`src/rtl/exc_accept_pkg.sv`:
```
package exc_accept_pkg;
   typedef enum logic [2:0] {
      EV_NONE  = 3'd0,
      EV_RST   = 3'd1,
      EV_MULTI = 3'd2,
      EV_GEN   = 3'd3,
      EV_BRK   = 3'd4,
      EV_DMA   = 3'd5,
      EV_INT   = 3'd6
   } ev_sel_e;

   typedef enum logic [1:0] {
      DST_NONE = 2'b00,
      DST_EXC  = 2'b01,
      DST_INT  = 2'b10
   } code_dst_e;

   localparam int SLOT_DMA  = 0;
   localparam int SLOT_INT  = 1;
   localparam int NUM_SLOTS = 2;
endpackage

```
`src/rtl/exc_pend_slot.sv`:
```
module exc_pend_slot #(
   parameter int CODE_W = 12
) (
   input  logic              clk,
   input  logic              rst_n,
   input  logic              req_i,
   input  logic [CODE_W-1:0] code_i,
   input  logic              take_i,
   output logic              valid_o,
   output logic [CODE_W-1:0] code_o
);
   logic              pend_q;
   logic [CODE_W-1:0] pcode_q;

   // a held request is older than a fresh one, so its code wins
   assign valid_o = req_i | pend_q;
   assign code_o  = pend_q ? pcode_q : code_i;

   always_ff @(posedge clk or negedge rst_n) begin
      if (!rst_n) begin
         pend_q  <= 1'b0;
         pcode_q <= '0;
      end else begin
         pend_q <= valid_o & ~take_i;
         if (req_i && !pend_q)
            pcode_q <= code_i;
      end
   end

   // a pending flag drops only when its request was taken
   assert_pend_clears_on_take_R6: assert property (@(posedge clk) disable iff (!rst_n)
      $fell(pend_q) |-> $past(take_i));
endmodule

```
`src/rtl/exc_arbiter.sv`:
```
module exc_arbiter
   import exc_accept_pkg::*;
(
   input  logic                 clk,
   input  logic                 rst_n,
   input  logic                 blocked,
   input  logic                 low_power,
   input  logic                 req_reset,
   input  logic                 req_gen,
   input  logic                 req_brk,
   input  logic [NUM_SLOTS-1:0] slot_valid,
   output ev_sel_e              sel,
   output logic [NUM_SLOTS-1:0] take
);
   always_comb begin
      sel  = EV_NONE;
      take = '0;
      if (req_reset) begin
         sel = EV_RST;
      end else if (req_gen) begin
         sel = blocked ? EV_MULTI : EV_GEN;
      end else if (req_brk && !blocked) begin
         sel = EV_BRK;
      end else if (slot_valid[SLOT_DMA] && !blocked) begin
         sel            = EV_DMA;
         take[SLOT_DMA] = 1'b1;
      end else if (slot_valid[SLOT_INT] && (!blocked || low_power)) begin
         sel            = EV_INT;
         take[SLOT_INT] = 1'b1;
      end
   end

   // at most one retained slot drained per cycle
   assert_single_take_R11: assert property (@(posedge clk) disable iff (!rst_n)
      $onehot0(take));
   // a drained slot never coexists with a higher class request
   assert_take_yields_R11: assert property (@(posedge clk) disable iff (!rst_n)
      (|take) |-> !(req_reset || req_gen));
endmodule

```
`src/rtl/exc_vector_gen.sv`:
```
module exc_vector_gen
   import exc_accept_pkg::*;
#(
   parameter int                  ADDR_W        = 32,
   parameter int                  CODE_W        = 12,
   parameter logic [ADDR_W-1:0]   OFS_GEN       = 'h100,
   parameter logic [ADDR_W-1:0]   OFS_TLB       = 'h400,
   parameter logic [ADDR_W-1:0]   OFS_INT       = 'h600,
   parameter logic [ADDR_W-1:0]   RST_VEC       = 'hA000_0000,
   parameter int                  VBR_ZERO_LSBS = 0
) (
   input  ev_sel_e           sel,
   input  logic [ADDR_W-1:0] vbr,
   input  logic              gen_tlb,
   input  logic [CODE_W-1:0] gen_code,
   input  logic [CODE_W-1:0] brk_code,
   input  logic [CODE_W-1:0] dma_code,
   input  logic [CODE_W-1:0] int_code,
   output logic [ADDR_W-1:0] target,
   output logic [CODE_W-1:0] code,
   output code_dst_e         dst
);
   logic [ADDR_W-1:0] ofs;
   logic [ADDR_W-1:0] based;

   always_comb begin
      unique case (sel)
         EV_GEN:  ofs = gen_tlb ? OFS_TLB : OFS_GEN;
         EV_INT:  ofs = OFS_INT;
         default: ofs = OFS_GEN;
      endcase
   end

   generate
      if (VBR_ZERO_LSBS > 0) begin : g_or_base
         // base is aligned, so merging the offset needs no carry chain
         if (VBR_ZERO_LSBS < ADDR_W) begin : g_chk
            if ((OFS_GEN >> VBR_ZERO_LSBS) != 0 || (OFS_TLB >> VBR_ZERO_LSBS) != 0 ||
                (OFS_INT >> VBR_ZERO_LSBS) != 0) begin : g_bad
               $error("offsets exceed aligned base low bits");
            end
         end
         assign based = vbr | ofs;
      end else begin : g_add_base
         assign based = vbr + ofs;
      end
   endgenerate

   always_comb begin
      target = '0;
      code   = '0;
      dst    = DST_NONE;
      unique case (sel)
         EV_RST:   begin target = RST_VEC; dst = DST_EXC; end
         EV_MULTI: begin target = RST_VEC; end
         EV_GEN:   begin target = based; code = gen_code; dst = DST_EXC; end
         EV_BRK:   begin target = based; code = brk_code; dst = DST_EXC; end
         EV_DMA:   begin target = based; code = dma_code; dst = DST_EXC; end
         EV_INT:   begin target = based; code = int_code; dst = DST_INT; end
         default:  begin target = '0; end
      endcase
   end
endmodule

```
`src/rtl/exc_accept_unit.sv`:
```
module exc_accept_unit
   import exc_accept_pkg::*;
#(
   parameter int                ADDR_W        = 32,
   parameter int                CODE_W        = 12,
   parameter logic [ADDR_W-1:0] OFS_GEN       = 'h100,
   parameter logic [ADDR_W-1:0] OFS_TLB       = 'h400,
   parameter logic [ADDR_W-1:0] OFS_INT       = 'h600,
   parameter logic [ADDR_W-1:0] RST_VEC       = 'hA000_0000,
   parameter int                VBR_ZERO_LSBS = 0
) (
   input  logic              clk,
   input  logic              rst_n,
   input  logic [ADDR_W-1:0] vbr,
   input  logic              block,
   input  logic              low_power,
   input  logic              req_reset,
   input  logic              req_gen,
   input  logic              gen_tlb,
   input  logic [CODE_W-1:0] gen_code,
   input  logic              req_brk,
   input  logic [CODE_W-1:0] brk_code,
   input  logic              req_dma,
   input  logic [CODE_W-1:0] dma_code,
   input  logic              req_int,
   input  logic [CODE_W-1:0] int_code,
   output logic              accept,
   output logic [ADDR_W-1:0] target,
   output logic [CODE_W-1:0] code,
   output logic [1:0]        code_dst,
   output logic              set_block,
   output logic              wake,
   output logic              multi_exc
);
   localparam int NS = NUM_SLOTS;

   generate
      if (CODE_W < 1 || CODE_W > ADDR_W) begin : g_bad_code_w
         $error("CODE_W must lie in 1..ADDR_W");
      end
      if (ADDR_W < 12) begin : g_bad_addr_w
         $error("ADDR_W too small for vector offsets");
      end
   endgenerate

   logic                    eff_blk;
   logic [NS-1:0]           s_req;
   logic [NS-1:0][CODE_W-1:0] s_code_in;
   logic [NS-1:0]           s_valid;
   logic [NS-1:0][CODE_W-1:0] s_code;
   logic [NS-1:0]           s_take;
   ev_sel_e                 sel;
   logic [ADDR_W-1:0]       tgt_d;
   logic [CODE_W-1:0]       code_d;
   code_dst_e               dst_d;
   logic                    acc_d;

   // the cycle after an acceptance counts as blocked
   assign eff_blk = block | set_block;

   assign s_req[SLOT_DMA]     = req_dma;
   assign s_req[SLOT_INT]     = req_int;
   assign s_code_in[SLOT_DMA] = dma_code;
   assign s_code_in[SLOT_INT] = int_code;

   generate
      for (genvar i = 0; i < NS; i++) begin : g_slot
         exc_pend_slot #(.CODE_W(CODE_W)) u_slot (
            .clk     (clk),
            .rst_n   (rst_n),
            .req_i   (s_req[i]),
            .code_i  (s_code_in[i]),
            .take_i  (s_take[i]),
            .valid_o (s_valid[i]),
            .code_o  (s_code[i])
         );
      end
   endgenerate

   exc_arbiter u_arb (
      .clk        (clk),
      .rst_n      (rst_n),
      .blocked    (eff_blk),
      .low_power  (low_power),
      .req_reset  (req_reset),
      .req_gen    (req_gen),
      .req_brk    (req_brk),
      .slot_valid (s_valid),
      .sel        (sel),
      .take       (s_take)
   );

   exc_vector_gen #(
      .ADDR_W        (ADDR_W),
      .CODE_W        (CODE_W),
      .OFS_GEN       (OFS_GEN),
      .OFS_TLB       (OFS_TLB),
      .OFS_INT       (OFS_INT),
      .RST_VEC       (RST_VEC),
      .VBR_ZERO_LSBS (VBR_ZERO_LSBS)
   ) u_vec (
      .sel      (sel),
      .vbr      (vbr),
      .gen_tlb  (gen_tlb),
      .gen_code (gen_code),
      .brk_code (brk_code),
      .dma_code (s_code[SLOT_DMA]),
      .int_code (s_code[SLOT_INT]),
      .target   (tgt_d),
      .code     (code_d),
      .dst      (dst_d)
   );

   assign acc_d = (sel != EV_NONE);

   always_ff @(posedge clk or negedge rst_n) begin
      if (!rst_n) begin
         accept    <= 1'b0;
         target    <= '0;
         code      <= '0;
         code_dst  <= DST_NONE;
         set_block <= 1'b0;
         wake      <= 1'b0;
         multi_exc <= 1'b0;
      end else begin
         accept    <= acc_d;
         target    <= tgt_d;
         code      <= code_d;
         code_dst  <= dst_d;
         set_block <= acc_d;
         wake      <= (sel == EV_INT) && low_power;
         multi_exc <= (sel == EV_MULTI);
      end
   end

   assert_reset_vector_R1: assert property (@(posedge clk) disable iff (!rst_n)
      req_reset |=> (accept && target == RST_VEC && code_dst == DST_EXC));
   assert_multi_jump_R10: assert property (@(posedge clk) disable iff (!rst_n)
      (eff_blk && req_gen && !req_reset) |=>
         (multi_exc && code_dst == DST_NONE && target == RST_VEC));
   assert_wake_is_int_R7: assert property (@(posedge clk) disable iff (!rst_n)
      wake |-> (accept && code_dst == DST_INT));
   assert_no_back_to_back_R5: assert property (@(posedge clk) disable iff (!rst_n)
      (accept && !req_reset && !req_gen && !low_power) |=> !accept);
   assert_brk_blocked_R9: assert property (@(posedge clk) disable iff (!rst_n)
      (eff_blk && req_brk && !req_reset && !req_gen && !low_power) |=> !accept);
endmodule

```
`config.mk`:
```
export PLATFORM = sky130hd
export DESIGN_NAME = exc_accept_unit
export DESIGN_NICKNAME = d
export VERILOG_FILES = /design/src/rtl/exc_accept_pkg.sv /design/src/rtl/exc_pend_slot.sv /design/src/rtl/exc_arbiter.sv /design/src/rtl/exc_vector_gen.sv /design/src/rtl/exc_accept_unit.sv
export SDC_FILE = /design/constraint.sdc
export NUM_CORES = 1
export LEC_CHECK = 0
export BUFFER_PORTS_ARGS = -buffer_cell sky130_fd_sc_hd__buf_4
export CELL_PAD_IN_SITES_DETAIL_PLACEMENT = 1
export CELL_PAD_IN_SITES_GLOBAL_PLACEMENT = 1
export CORE_ASPECT_RATIO = 0.6
export CORE_MARGIN = 3
export CORE_UTILIZATION = 33
export CTS_CLUSTER_SIZE = 14
export DETAILED_ROUTE_END_ITERATION = 8
export GPL_ROUTABILITY_DRIVEN = 0
export PLACE_DENSITY = 0.8
export SLEW_MARGIN = 15
export SYNTH_ARGS = -nofsm -noshare
export SYNTH_HDL_FRONTEND = slang
export SYNTH_SLANG_ARGS = --single-unit
```
`constraint.sdc`:
```
create_clock -name clk -period 3.2 [get_ports clk]
set_input_delay 0.64 -clock clk [delete_from_list [all_inputs] [get_ports clk]]
set_output_delay 0.64 -clock clk [all_outputs]
set_load 0.005 [all_outputs]
```
==> results of run 1 <==
worst register-to-register path: cells and delay by family (launching register included):
family / cells / cell delay [ps]
fa+ha+maj: 1 / 210
buf+inv: 2 / 270
flops: 1 / 390
compound gates: 3 / 320
simple gates: 5 / 1780
registers in the layout (all words and copies together) (netlist names):
signal                 count
g_slot.u_slot.pend_q       2
multi_exc                  1
set_block                  1
code_dst                   2
g_slot.u_slot.pcode_q     24
target                    32
code                      12
wake                       1
final timing paths:
path,from,endpoint,cells after the start
worst min register to register,g_slot[1].u_slot.pcode_q[11],g_slot[1].u_slot.pcode_q[11],1
worst max-delay path,set_block,target[30],11
max in group asynchronous,rst_n,g_slot[1].u_slot.pcode_q[9],1
worst max register to register,set_block,target[30],11
min in group clk,g_slot[1].u_slot.pcode_q[11],g_slot[1].u_slot.pcode_q[11],1
worst min-delay path,rst_n,target[25],1
routing by layer:
layer | part of all wire | global-route usage
met3 | 0.049 | 0.0515
met1 | 0.47 | 0.286
met4 | 0.016 | 0.0511
met2 | 0.47 | 0.297
met5 | 0 | 0
cells by family (layout without fill, tap and decap cells):
kind of cell	Yosys count	count (layout)	share of synthesized area
compound gates	38	38	0.0777
fa+ha+maj	4	4	0.0167
flops	75	75	0.545
simple gates	87	87	0.136
xor+xnor	21	21	0.0534
mux	48	48	0.148
buf+inv	20	178	0.0236
synthesized netlist by cell type:
library cell / number
a21o_1: 1
or2_2: 3
or4_4: 2
a22oi_1: 12
dfrtp_1: 75
o21ai_0: 4
nand4_1: 8
or4_1: 1
nor2_2: 1
ha_1: 3
xnor2_1: 7
nand2_1: 9
a21oi_1: 9
nor4_1: 2
mux2_2: 24
nor2_1: 29
nor3b_1: 1
nor4b_1: 1
buf_4: 1
o221ai_1: 12
clkbuf_1: 12
inv_1: 3
xor2_1: 14
buf_2: 2
and3_1: 5
fa_1: 1
and2b_2: 1
mux2i_1: 24
and3_2: 1
buf_1: 2
nand2b_1: 3
nand4_2: 1
or3_2: 1
nand3_1: 6
and2_1: 12
what timing repair did:
| item | 4_1_cts | 5_1_grt |
|---|---|---|
| setup endpoints to repair | 2 | 12 |
| setup buffers | 0 | 0 |
| resized for setup | 1 | 5 |
metrics by stage:
step	power (mW)	setup WS [ps]	area, µm²	TNS (ps)
2_1_floorplan	1.36	-264	3490	-322
3_3_place_gp	1.62	-276	4770	-1650
3_5_place_dp	1.65	-344	4770	-3420
4_1_cts	2.82	31.1	5120	0
5_1_grt	2.92	0.00533	5130	0
6_report	2.80	142	5130	0
power groups by stage:
stage                     combinational [mW]  clock, mW  sequential (mW)
after floorplan                        0.226          0             1.14
after global placement                 0.485          0             1.14
after detailed placement               0.504          0             1.15
after CTS                              0.506       1.18             1.13
after global routing                   0.548       1.22             1.15
final                                  0.504       1.17             1.13
cell type report:
class                      count  area [µm²]  share of cell area
clock buffer                  12         246              0.0480
clock inverter                 4        97.6              0.0190
inverter                       3        13.8             0.00268
multi-input combinational    198        1540               0.299
sequential                    75        1880               0.365
tap                          135         169              0.0329
timing repair buffer         159        1190               0.232
==> run metrics, run 1 <==
# hold bufs at CTS 0; pin count of the biggest net entering global routing 76; most used cell, CP a21oi_1; DRC viols 0; Nets 540; yosys warns 0; IO Pins 140; Slew Limit Headroom 0.352; Synth top area share 0.545; CP cell instances or2_4, nor4_2, a21oi_1, or4_4, inv_4, fa_2, a21oi_1, or4_4, buf_4, or3_2, a21oi_1; Cell Area, Synth 3450 µm²; CTS Buf Count 9; Slew @ Worst Pin 972 ps; Pre-antenna DRT Iters 5; most area-hungry cell type in the Yosys netlist dfrtp_1; Vias 2890; first-pass GRT wire length 17.4 mm; Final Routed Wirelength 11.1 mm; Finished Layout Cells 586; syn nets 387; Post-Syn Area per Cell 11.8 µm²; Site Rows 28; initial antenna violation count 0; latest clock arrival within the worst-skew pair 330 ps; RSZ-0062 raised after global routing no; Post-DP HPWL 8.85 mm; crit path DAT 3300 ps; initial core utilization 0.344; total gr overflow 0; Clock power frac 0.416; clk slew on worst S/H paths 50 ps; commonest cells after routing, fill and taps aside 159 x buf_4, 75 x dfrtp_1, 29 x nor2_1; crit-path max cell delay 460 ps; CP Max Fanout 5; Pwr Density 545 nW/µm²; Slew Viols, Final 0; CP max-delay cell or4_4; sw power 673 µW; status completed; f_max 0.327 GHz; Final Critical Period 3060 ps; final hold vios 0; Critical Path Sink Type register; antenna viol nets, final 0; P_int 2.13 mW; Die W 138 µm; Sw Ratio 0.240; IO Port Bufs 139; commonest non-fill, non-tap cell in the layout buf_4; register area share after synthesis 0.545; clock skew 5.05 ps; core area 10000 µm²; Yosys reg bits 75; R2R Setup Slk 140 ps; Iteration-0 DRC Markers 134; Via density 4.93; Hold Worst Slack 438 ps; Comb pwr share 0.180; peak supply drop 0.284 mV; Crit Path Class reg2reg; CTS tree done; Clock Tree Root clkbuf_16; H-tree depth 3; die area 11700 µm²; Startpoint Class register; Sequential Power Share 0.404; Static Leakage 2.58 nW; Synth cell types 35; Worst Path Required 3440 ps; Total Routing Usage GR 0.198; diode count 0; max-cap violation count 0; Top delay family on crit path simple AND/OR/NAND/NOR gates; fin crit share 0.956; Cells after Synth 293; Placed Cells 570; area grow syn2layout 49.0%; Finish-stage setup viols 0; Synth area leaders dfrtp_1 54%, mux2_2 7.8%, mux2i_1 7.0%, xor2_1 3.6%, nor2_1 3.2%; HP Class in2async; vias in the first global route 3147; Die H 85.2 µm; Buf/Inv on CP 2; Avg WL per Cell 19.0 µm; layout cells sized above 1 0.481; Bufs on Longest Clock Path 2; fillers 1117; final core utilization 0.512; clk sinks 75
Power figures use the tool's default switching activity.
==> inputs of run 2 (changes only) <==
Settings changed: CORE_UTILIZATION 33 to 34, SYNTH_HIERARCHICAL set to 1.
==> run metrics, run 2 <==
status completed; initial core utilization 0.358 (+0.0143); Die H 88.9 µm (+4.5%); Via density 5.01 (+1.7%); peak supply drop 0.274 mV (-3.5%); Startpoint Class register; IO Pins 140 (unchanged); Pre-antenna DRT Iters 4 (-1); Nets 600 (+11%); register area share after synthesis 0.481 (-0.0633); Worst R2R Start set_block; Avg WL per Cell 19.2 µm (+0.79%); list of most frequent post-synthesis cells 75 x dfrtp_1, 32 x nor2_1, 28 x mux2_2, 20 x mux2_4, 20 x nand2_1; final core utilization 0.517 (+0.00487); crit path DAT 3370 ps (+70 ps); FF-to-FF End target[18]; area grow syn2layout 44.4%; sw power 766 µW (+14%); clock skew 4.92 ps (-0.128 ps); Synth area leaders dfrtp_1 48%, mux2_2 8.1%, mux2_4 7.7%, mux2i_1 3.1%, nor2_1 3.1%; vias in the first global route 3524 (+12%); post-synthesis simple-gate area fraction 0.168 (+0.0327); Final Routed Wirelength 12.4 mm (+12%); top-count cell post-synth dfrtp_1; commonest non-fill, non-tap cell in the layout buf_4; mux contribution to synthesized area 0.189 (+0.0406); Sequential Power Share 0.378 (-0.026); Post-synth EDFFs 0 (unchanged); CP Max Fanout 5 (unchanged); Pwr Density 543 nW/µm² (-0.38%); xor/xnor share of the synthesized area 0.0382 (-0.0152); Largest register FFs 32 (unchanged); Clock Tree Root clkbuf_16; Clock power frac 0.387 (-0.029); Worst Path Required 3460 ps (+20 ps); Slew Limit Headroom 0.348 (-0.00420); Bufs on Longest Clock Path 2 (unchanged); CTS tree done; max-cap violation count 0 (unchanged); Die W 144 µm (+4.6%); Vias 3259 (+13%); syn nets 442 (+14%); Static Leakage 2.76 nW (+6.9%); fillers 1199 (+7.3%); pin count of the biggest net entering global routing 76 (unchanged); pre-CTS setup slack -279 ps (+64.7 ps); Synth cell types 50 (+43%); R2R Setup Slk 80 ps (-60 ps); H-tree depth 3 (unchanged); Final Critical Period 3120 ps (+60.5 ps); Site Rows 29 (+3.6%); latest clock arrival within the worst-skew pair 330 ps (about the same); Total Routing Usage GR 0.194 (-0.00385); Crit Path Class reg2reg; Sw Ratio 0.250 (+0.0102); die area 12800 µm² (+9.2%); Comb pwr share 0.235 (+0.055); layout cells sized above 1 0.503 (+0.0218); Post-DP HPWL 9.37 mm (+5.9%); P_int 2.29 mW (+7.8%); most area-hungry cell type in the Yosys netlist dfrtp_1; yosys warns 6 (+6); Cell Area, Synth 3900 µm² (+13%); final setup margin 81.9 ps (-60.5 ps); CTS Buf Count 9 (unchanged); Slew @ Worst Pin 978 ps (+6.30 ps); Yosys reg bits 75 (unchanged); total gr overflow 0 (unchanged); diode count 0 (unchanged); Critical Path Sink Type register; Iteration-0 DRC Markers 145 (+8.2%); initial antenna violation count 0 (unchanged); Cells after Synth 348 (+19%); commonest cells after routing, fill and taps aside 164 x buf_4, 75 x dfrtp_1, 32 x nor2_1; core area 10900 µm² (+8.6%); reg2reg path depth 12 (+1); final hold vios 0 (unchanged); HP Class in2async; f_max 0.321 GHz (-1.9%); DRC viols 0 (unchanged); Synth top area share 0.481 (-0.0633); asr flop ratio synth 1.00 (unchanged); IO Port Bufs 139 (unchanged); Slew Viols, Final 0 (unchanged); Top reg by flops target; first-pass GRT wire length 18.9 mm (+8.4%); Largest regs target x32, g_slot.u_slot/pcode_q x24, code x12; fin crit share 0.974 (+0.0189); top_reg_cell synth dfrtp_1; Post-Syn Area per Cell 11.2 µm² (-4.7%); adder-cell share of the synthesized area 0.0148 (-0.00194); clk slew on worst S/H paths 60 ps (about the same); post-synthesis compound-gate area fraction 0.0674 (-0.0103); clk sinks 75 (unchanged); largest family of logic cells by synthesized area multiplexers; Finish-stage setup viols 0 (unchanged); antenna viol nets, final 0 (unchanged)
==> run 2: changes by cell type after synthesis, moves of 5 or more <==
cell	change
mux2i_1	-12
nor2b_1	+14
nor3_1	+8
and2_1	-10
nand2_1	+11
clkbuf_1	-5
a22oi_1	-12
mux2_4	+20
o21ai_0	+13
a21oi_1	+8
o221ai_1	-11
==> run 2: worst max-delay path, stage by stage (launching register included) <==
cell and delay (ps):
dfrtp_1 400, or2_4 290, nor4b_4 300, a31oi_2 80, a21oi_2 250, nor2b_4 200, and2_4 150, inv_1 50
fa_2 370, nor2b_4 150, o211ai_1 230, or3_1 430, a21oi_1 150
==> run 2: stage by stage <==
stage	setup TNS [ps]	power [mW]	instance area (µm²)	cells	hold slack [ps]
CTS	0	3.09	5600	650	507
global route	-59.9	3.22	5630	650	521
finish	0	3.06	5630	650	456
global placement	-167	1.85	5250	634	482
floorplan	-34.9	1.55	3970	348	344
detailed placement	-1640	1.89	5250	634	489
==> run 2: routing by layer <==
| metal | GRT usage | up-vias | part of all wire |
|---|---|---|---|
| li1 | - | 1524 | - |
| met1 | 0.276 | 1632 | 0.48 |
| met2 | 0.305 | 90 | 0.46 |
| met3 | 0.0390 | 13 | 0.048 |
| met4 | 0.0517 | 0 | 0.016 |
| met5 | 0 | - | 0 |
==> run 2: worst max path at each step <==
| stage | start | end |
|---|---|---|
| after floorplan | req_int | target[31] |
| after global placement | req_dma | target[26] |
| after detailed placement | req_dma | target[26] |
| after CTS | set_block | target[26] |
| after global routing | set_block | target[18] |
| final | set_block | target[18] |
==> run 2: timing repair <==
action / CTS / global route
setup buffers: 0 / 0
hold buffers: 0 / 0
gates resized for setup: 0 / 6
endpoints found under the setup margin: 0 / 6
==> run 2: layout make-up <==
class / instances / area, µm² / share of cell area
clock buffer: 10 / 239 / 0.0424
clock inverter: 6 / 113 / 0.0200
inverter: 7 / 26.3 / 0.00467
multi-input combinational: 248 / 1950 / 0.347
sequential: 75 / 1880 / 0.333
tap: 139 / 174 / 0.0309
timing repair buffer: 165 / 1250 / 0.222
==> run 2: logic make-up after synthesis <==
family                   count (synthesis)
XOR/XNOR                                17
multiplexers                            60
adder cells (fa/ha/maj)                  4
AND/OR/NAND/NOR                        121
AO/OA/AOI/OAI                           46
flip-flops                              75
buffers and inverters                   25
==> run 2: power groups by stage <==
stage	clock, mW	sequential, mW	combinational, mW
6_report	1.18	1.16	0.718
5_1_grt	1.26	1.17	0.785
4_1_cts	1.21	1.16	0.721
3_3_place_gp	0	1.16	0.695
3_5_place_dp	0	1.17	0.717
2_1_floorplan	0	1.16	0.395
==> inputs of run 3 (changes only) <==
Settings changed: CELL_PAD_IN_SITES_GLOBAL_PLACEMENT 1 to 2, CORE_UTILIZATION 34 to 31, PLACE_DENSITY 0.8 to 0.85.
Clock period 3.2 ns to 3.45 ns, I/O delays scaled along.
==> run metrics, run 3 (same netlist as run 2, synthesis figures left out) <==
Nets 596 (-0.67%); area grow syn2layout 41.8%; Total Routing Usage GR 0.179 (-0.0144); final hold vios 0 (unchanged); Min-Delay Endpoint g_slot[0].u_slot/pcode_q[5]; area of the multi-input gates 1900 µm² (-2.6%); Clock Tree Root clkbuf_16; CTS Buf Count 9 (unchanged); Slew Viols, Final 0 (unchanged); clk slew on worst S/H paths 60 ps (about the same); IO Pins 140 (unchanged); FF/Latch Area 1880 µm² (unchanged); CP max-delay cell or3_1; HP Class reg2reg; peak supply drop 0.212 mV (-23%); most used cell, CP inv_1; Vias 3205 (-1.7%); clk sinks 75 (unchanged); die area 14000 µm² (+9.1%); Worst Path Required 3720 ps (+260 ps); Bufs on Longest Clock Path 2 (unchanged); Iteration-0 DRC Markers 100 (-31%); DRC viols 0 (unchanged); # hold bufs at CTS 0 (unchanged); Final Routed Wirelength 12.5 mm (+0.66%); Top delay family on crit path simple AND/OR/NAND/NOR gates; crit-path max cell delay 400 ps (-30 ps); Critical Path Sink Type register; initial antenna violation count 0 (unchanged); fillers 1364 (+14%); total power 2.71 mW (-11%); max-cap violation count 0 (unchanged); pin count of the biggest net entering global routing 76 (unchanged); Pre-antenna DRT Iters 4 (unchanged); f_max 0.301 GHz; antenna viol nets, final 0 (unchanged); Via density 4.77 (-4.9%); Largest register FFs 32 (unchanged); Post-DP HPWL 9.53 mm (+1.8%); Largest regs target x32, g_slot.u_slot/pcode_q x24, code x12; Die W 151 µm (+4.5%); Slew @ Worst Pin 972 ps (-6.10 ps); latest clock arrival within the worst-skew pair 340 ps (about the same); Startpoint Class primary input; IO Port Bufs 139 (unchanged); first-pass GRT wire length 19.1 mm (+0.84%); CP Max Fanout 5 (unchanged); diode count 0 (unchanged); core area 12200 µm² (+12%); hold-critical path depth 1; status completed; commonest cells after routing, fill and taps aside 161 x buf_4, 75 x dfrtp_1, 32 x nor2_1; Static Leakage 2.70 nW (-2.4%); FF-to-FF End target[18]; fin crit share 0.963; H-tree depth 3 (unchanged); crit path DAT 3590 ps (+220 ps); clock skew 8.18 ps (+3.26 ps); CP cell instances buf_4, or2_2, a21boi_0, nor4_2, inv_1, nand3_1, o21ai_0, nand2_1, ha_1, inv_1, fa_1, nor2b_2, o211ai_1, or3_1, a21oi_1; commonest non-fill, non-tap cell in the layout buf_4; Final Critical Period 3320 ps; Finish-stage setup viols 0 (unchanged); vias in the first global route 3365 (-4.5%); Pwr Density 490 nW/µm² (-9.7%); initial core utilization 0.320 (-0.0380); Post-Route Setup TNS 0 ps (unchanged); min-delay src g_slot[0].u_slot/pcode_q[5]; Crit Path Class in2reg; CTS tree done; Buf/Inv on CP 3 (+2); Top reg by flops target; Die H 92.9 µm (+4.4%); Site Rows 31 (+6.9%); Worst R2R Start set_block; layout cells sized above 1 0.489 (-0.0138); total gr overflow 0 (unchanged); Avg WL per Cell 18.6 µm (-2.6%); R2R Setup Slk 170 ps (+90 ps); reg2reg path depth 14 (+2); Slew Limit Headroom 0.352 (+0.00407)
## run 3: final cells by class
class,count,area share
Multi-Input combinational cell,248,0.344
Clock buffer,9,0.0408
Clock inverter,7,0.0147
Tap cell,165,0.0374
Timing Repair Buffer,161,0.219
Sequential cell,75,0.340
Inverter,7,0.00475
## run 3: worst reg2reg max path, stage by stage, from the launching register on
cell	delay [ps]
dfrtp_1	390
or2_2	350
a21boi_0	150
nor4_2	240
inv_1	150
nand3_1	90
o21ai_0	90
nand2_1	110
ha_1	220
inv_1	80
fa_1	390
nor2b_2	200
o211ai_1	200
or3_1	400
a21oi_1	140
## run 3: worst max-delay path by stage
stage / cells past startpoint / end / startpoint
detailed placement: 16 / target[30] / req_dma
floorplan: 16 / target[20] / req_dma
global route: 15 / target[18] / block
finish: 15 / target[18] / block
CTS: 16 / target[30] / req_dma
global placement: 16 / target[30] / req_dma
## run 3: stage by stage
step	util	hold slack (ps)	cells	instance area (µm²)	setup WS, ps
floorplan	-	394	348	3930	9.40
global placement	0.426	481	654	5190	-36.4
detailed placement	0.426	487	654	5190	-151
CTS	0.452	502	670	5500	194
global route	0.454	531	672	5530	-20.6
finish	0.454	502	672	5530	128
## run 3: timing repair
action,in CTS,in global routing
resized for setup,0,4
endpoints found under the setup margin,0,6
setup buffers,0,2
## run 3: routing by layer
| metal | global-route usage | part of all wire |
|---|---|---|
| met1 | 0.267 | 0.49 |
| met3 | 0.0469 | 0.058 |
| met2 | 0.259 | 0.44 |
| met4 | 0.0422 | 0.011 |
| met5 | 0 | 0 |
## run 3: report_power, final
part	total (mW)	switching, mW	internal [mW]	leakage, nW
Clock	0.982	0.409	0.573	0.148
Sequential	1.07	0.0603	1.01	0.953
Combinational	0.658	0.280	0.378	1.60
